[src/rtl/bus_seq_core.sv]
module bus_seq_core #(
  parameter int          DW         = 32,
  parameter int          NREG       = 32,
  parameter logic [31:0] ADD_MASK   = 32'hFC0007FF,
  parameter logic [31:0] ADD_MATCH  = 32'h00000020,
  parameter logic [31:0] ADDI_MASK  = 32'hFC000000,
  parameter logic [31:0] ADDI_MATCH = 32'h20000000,
  parameter int          STEP       = 4
) (
  input  logic                    clk,
  input  logic                    rst_n,
  output logic [DW-1:0]           mem_addr,
  output logic                    mem_rd,
  input  logic [DW-1:0]           mem_rdata,
  input  logic                    mem_done,
  output logic                    halted,
  input  logic [$clog2(NREG)-1:0] dbg_sel,
  output logic [DW-1:0]           dbg_rdata
);
  localparam int RW = $clog2(NREG);

  typedef enum logic [3:0] {F1, F2, F3, F4, A1, A2, A3, I1, I2, I3, HLT} step_t;
  step_t st;

  logic [DW-1:0] pc, mar, mdr, ir, y, z, bus;
  logic [DW-1:0] rf [NREG];
  logic          rd_pend;

  wire [RW-1:0] rs = ir[21 +: RW];
  wire [RW-1:0] rt = ir[16 +: RW];
  wire [RW-1:0] rd = ir[11 +: RW];
  wire [DW-1:0] rs_val = (rs == '0) ? '0 : rf[rs];
  wire [DW-1:0] rt_val = (rt == '0) ? '0 : rf[rt];
  wire [DW-1:0] imm_x  = {{(DW-16){ir[15]}}, ir[15:0]};
  wire [DW-1:0] sum    = y + bus;
  wire          is_add  = (ir & ADD_MASK)  == ADD_MATCH;
  wire          is_addi = (ir & ADDI_MASK) == ADDI_MATCH;
  wire          got     = rd_pend && mem_done;

  always_comb begin
    case (st)
      F1:         bus = pc;
      F2:         bus = DW'(STEP);
      F3:         bus = mdr;
      A1, I1:     bus = rs_val;
      A2:         bus = rt_val;
      I2:         bus = imm_x;
      default:    bus = z;
    endcase
  end

  assign mem_addr  = mar;
  assign mem_rd    = rd_pend;
  assign halted    = (st == HLT);
  assign dbg_rdata = (dbg_sel == '0) ? '0 : rf[dbg_sel];

  always_ff @(posedge clk or negedge rst_n) begin
    if (!rst_n) begin
      st <= F1; pc <= '0; mar <= '0; mdr <= '0; ir <= '0;
      y <= '0; z <= '0; rd_pend <= 1'b0;
    end else begin
      case (st)
        F1: begin mar <= bus; y <= bus; rd_pend <= 1'b1; st <= F2; end
        F2: begin
          z <= sum;
          if (got) begin mdr <= mem_rdata; rd_pend <= 1'b0; st <= F3; end
        end
        F3: begin ir <= bus; st <= F4; end
        F4: begin
          pc <= bus;
          st <= is_add ? A1 : (is_addi ? I1 : HLT);
        end
        A1: begin y <= bus; st <= A2; end
        A2: begin z <= sum; st <= A3; end
        I1: begin y <= bus; st <= I2; end
        I2: begin z <= sum; st <= I3; end
        A3, I3: st <= F1;
        default: st <= HLT;
      endcase
    end
  end

  always_ff @(posedge clk) begin
    if (st == A3 && rd != '0) rf[rd] <= bus;
    if (st == I3 && rt != '0) rf[rt] <= bus;
  end
endmodule

[config.mk]
export PLATFORM = sky130hd
export DESIGN_NAME = bus_seq_core
export DESIGN_NICKNAME = d
export VERILOG_FILES = /design/src/rtl/bus_seq_core.sv
export SDC_FILE = /design/constraint.sdc
export NUM_CORES = 2
export LEC_CHECK = 0
export BUFFER_PORTS_ARGS = -buffer_cell sky130_fd_sc_hd__buf_2
export CAP_MARGIN = 10
export CELL_PAD_IN_SITES_DETAIL_PLACEMENT = 0
export CELL_PAD_IN_SITES_GLOBAL_PLACEMENT = 1
export CORE_AREA = 8 8 369 371
export CTS_CLUSTER_DIAMETER = 200
export CTS_CLUSTER_SIZE = 40
export DETAILED_ROUTE_END_ITERATION = 8
export DIE_AREA = 0 0 377 379
export GPL_ROUTABILITY_DRIVEN = 0
export PLACE_DENSITY = 0.81
export SLEW_MARGIN = 20
export SYNTH_ARGS = -nofsm -noshare
export SYNTH_HDL_FRONTEND = slang
export SYNTH_SLANG_ARGS = --single-unit
[constraint.sdc]
create_clock -name clk -period 5.75 [get_ports clk]
set_clock_uncertainty 0.1 [all_clocks]
set_input_delay 0.575 -clock clk [delete_from_list [all_inputs] [get_ports clk]]
set_output_delay 0.575 -clock clk [all_outputs]
set_load 0.05 [all_outputs]
==> out/metrics.yaml <==
worst_setup_path:
  worstPathMaxFanout: 44
  cp-end-kind: "flip-flop"
  r2r_slack_ns: 0.24
  arrival_ns: 6.00
  rr_endpoint: "z[24]"
  rr_startpoint: "ir[17]"
  worstRegToRegCells: 19
  startpoint: "ir[17]"
  required_ns: 6.25
  start_kind: "flip-flop"
  path_class: "reg -> reg"
  endpoint: "z[24]"
global_routing:
  grt_busiest_layer: "met2"
  grt_use_met1_pct: 38.4
  grtUsageMet3_pct: 8.20
  grt_pass1_vias: 39400
  grtUsageMet2_pct: 42.9
  grt_overflow: 0
  grt_pass1_wl_um: 288000
  antenna_found_initial: 4
  grt_use_total_pct: 28.0
  grt_max_degree: 117
worst_hold_path:
  hp-class: "in -> reg"
pwr:
  p_int_mw: 21.1
  powerDensity_mw_per_mm2: 496
  p_sw_mw: 13.7
  pwr-share-comb_pct: 49.6
  clockPowerShare_pct: 11.0
  p_sw_share_pct: 39.5
  p_leak_nw: 23.0
  vdd_drop_max_mv: 0.409
  p_seq_share_pct: 39.4
cells_and_area:
  stdcell_count: 5516
  stdcell_area_mm2: 0.0702
  synthToLayoutAreaGrowth_pct: 8.35
  final_net_count: 3819
  layout_common_cells: "edfxtp_1, mux4_2, nand2_1, buf_4, dfrtp_1"
  layout_commonest_cell: "edfxtp_1"
  layout-drive-gt1-share_pct: 37.6
drt:
  ant_nets: 0
  initialDrtViolationCount: 6486
  via_count: 39900
  routed_wl_um: 202000
  viasPerCell: 7.24
  remaining_drc_errors: 0
  drtPass1Iterations: 9
  avgRoutedWirePerCell_um: 36.6
logic_synthesis:
  async_flop_share_pct: 16.1
  synthCells: 3631
  yosysSeqAreaShare_pct: 55.1
  ys_ff_latch: 1221
  ys.flop_type: "edfxtp_1"
  yosysWarnings: 0
  synth_edf_count: 1024
  syn_avg_cell_area_um2: 17.8
  yosysUniqueCellTypes: 66
  synth.cell_area_mm2: 0.0648
timing:
  fmax_ghz: 0.182
  finalWorstSetupSlack_ns: 0.244
  setup_viol: 0
  min_period_ns: 5.51
  fin_hold_ws_ns: 0.0313
  rsz0062_at_grt: "false"
  tightest_slew_ns: 1.12
  fin_tns_setup_ns: 0
  relSlewSlack_pct: 25.6
  timing.final.crit_share_pct: 95.8
  slew_violations: 0
  finalHoldViolations: 0
placement:
  dp_hpwl_um: 120000
  port_buffers: 105
  placed_cell_area_mm2: 0.0689
  dp.cells: 5445
  dp_worst_setup_slack_ns: 0.226
cts:
  cts_root_buf: "clkbuf_16"
  cts.htree.levels: 2
  cts.path.max_buffers: 3
  clkLatencyLatePin_ns: 0.69
  clk_pin_slew_ns: 0.16
  numCtsBuffers: 36
  cts.sinks: 1221
  tritoncts: "yes"
die:
  die_area_mm2: 0.143
  core-area_mm2: 0.130
  fp.dieH_um: 379
  die_x_um: 377
  initial_core_util_pct: 49.6
  fp-row-count: 133
  io_pins: 106
flow_run:
  cap_violations: 0
status:
  status: "complete, no violations"
[layer usage]
layer,wire length [um],up-vias
met5,33,-
met4,8560,4
met3,29300,465
met2,91900,3131
met1,72200,20800
li1,-,15500
[how the worst min path moves through the flow]
| stage | startpoint | end | slack (ns) | cells after the start |
|---|---|---|---|---|
| 2_1_floorplan | rst_n | ir[0] | 0.18 | 0 |
| 6_report | mem_rdata[18] | mdr[18] | 0.03 | 2 |
| 4_1_cts | mem_rdata[16] | mdr[16] | 0.0005 | 2 |
| 3_5_place_dp | mem_addr[14] | mem_addr[14] | 0.36 | 2 |
| 3_3_place_gp | mem_addr[20] | mem_addr[20] | 0.36 | 2 |
| 5_1_grt | mem_rdata[17] | mdr[17] | 0.01 | 2 |
[through the flow]
| stage | total power, mW | util, % |
|---|---|---|
| finish | 34.8 | 53.8 |
| global route | 36.2 | 53.8 |
| detailed placement | 30.8 | 52.8 |
| floorplan | 24.8 | - |
| global placement | 30.6 | 52.8 |
| CTS | 34.6 | 53.7 |
[critical path, cell delays in order, from the launching register on]
cell and delay, ns:
dfrtp_4 0.83, buf_12 0.36, mux4_2 0.37, mux4_2 0.46
mux2i_1 0.42, o2111ai_1 0.15, o21ai_1 0.16, inv_1 0.09
ha_1 0.36, a21o_1 0.21, a21oi_1 0.21, o21ai_1 0.13
a41oi_1 0.23, buf_4 0.17, o21a_1 0.19, o21ai_1 0.10
a2111oi_1 0.40, buf_4 0.19, mux2i_1 0.17, nand3_1 0.08
[logic make-up after synthesis]
kind of cell / count (synthesis) / share of synthesized area (%)
muxes: 1114 / 34.5
and+or+nand+nor: 520 / 3.42
DFF: 1221 / 55.1
buffers and inverters: 346 / 2.25
other: 1 / 0.00579
AOI/OAI and AO/OA: 371 / 3.74
xor gates and xnor gates: 26 / 0.352
adders and majority gates: 32 / 0.630
[cell type report]
type / count / area (um^2)
clock inverter: 1 / 20.0
sequential: 1221 / 35700
clock buffer: 50 / 975
timing repair buffer: 356 / 3040
fill: 10200 / 60300
tap: 1755 / 2200
inverter: 37 / 139
antenna: 1 / 2.50
multi-input combinational: 2095 / 28100
[registers in the layout, summed over array words and instances, names as in the netlist]
| signal | cells |
|---|---|
| rf | 1024 |
| ir | 32 |
| mdr | 32 |
| mem_addr | 32 |
| pc | 32 |
| y | 32 |
| z | 32 |
| st | 4 |
| mem_rd | 1 |
[power groups by stage]
stage / sequential (mW) / combinational (mW) / clock [mW]
2_1_floorplan: 13.8 / 11.0 / 0
3_3_place_gp: 13.9 / 16.8 / 0
3_5_place_dp: 13.9 / 16.9 / 0
4_1_cts: 13.7 / 17.0 / 3.85
5_1_grt: 13.8 / 18.3 / 4.07
6_report: 13.7 / 17.3 / 3.81
[synthesized netlist by cell type (5+ instances only)]
| cell type | n | area [um^2] |
|---|---|---|
| edfxtp_1 | 1024 | 30700 |
| mux4_2 | 887 | 20000 |
| nand2_1 | 308 | 1160 |
| dfrtp_1 | 197 | 4930 |
| clkbuf_1 | 176 | 661 |
| mux2i_1 | 144 | 1440 |
| nor2_1 | 115 | 432 |
| o21ai_1 | 88 | 440 |
| mux2_2 | 83 | 935 |
| buf_1 | 57 | 214 |
| buf_2 | 57 | 285 |
| o21ai_0 | 55 | 275 |
| a21oi_1 | 48 | 240 |
| inv_1 | 37 | 139 |
| ha_1 | 31 | 388 |
| o221ai_1 | 25 | 219 |
| o22ai_1 | 23 | 144 |
| a21o_1 | 19 | 143 |
| a221oi_1 | 19 | 166 |
| o2111ai_1 | 16 | 140 |
| nand2b_1 | 15 | 93.8 |
| buf_4 | 14 | 105 |
| nand3_1 | 14 | 70.1 |
| xnor2_1 | 14 | 123 |
| a222oi_1 | 13 | 130 |
| nand4_1 | 13 | 81.3 |
| xor2_1 | 12 | 105 |
| a211oi_1 | 10 | 75.1 |
| nor3_1 | 10 | 50.1 |
| nor2b_1 | 9 | 56.3 |
| a31oi_1 | 8 | 50.1 |
| a211o_1 | 6 | 52.6 |
| o21a_1 | 6 | 45.0 |
| or3_1 | 6 | 37.5 |
| buf_6 | 5 | 56.3 |
[timing repair]
action                                  4_1_cts  5_1_grt
hold buffers                                 19        0
endpoints found under the setup margin        0        5
setup buffers                                 0        0
gates resized for setup                       0        7
hold endpoints to repair                    132        0
No activity file was read; power rests on OpenSTA's default activity.
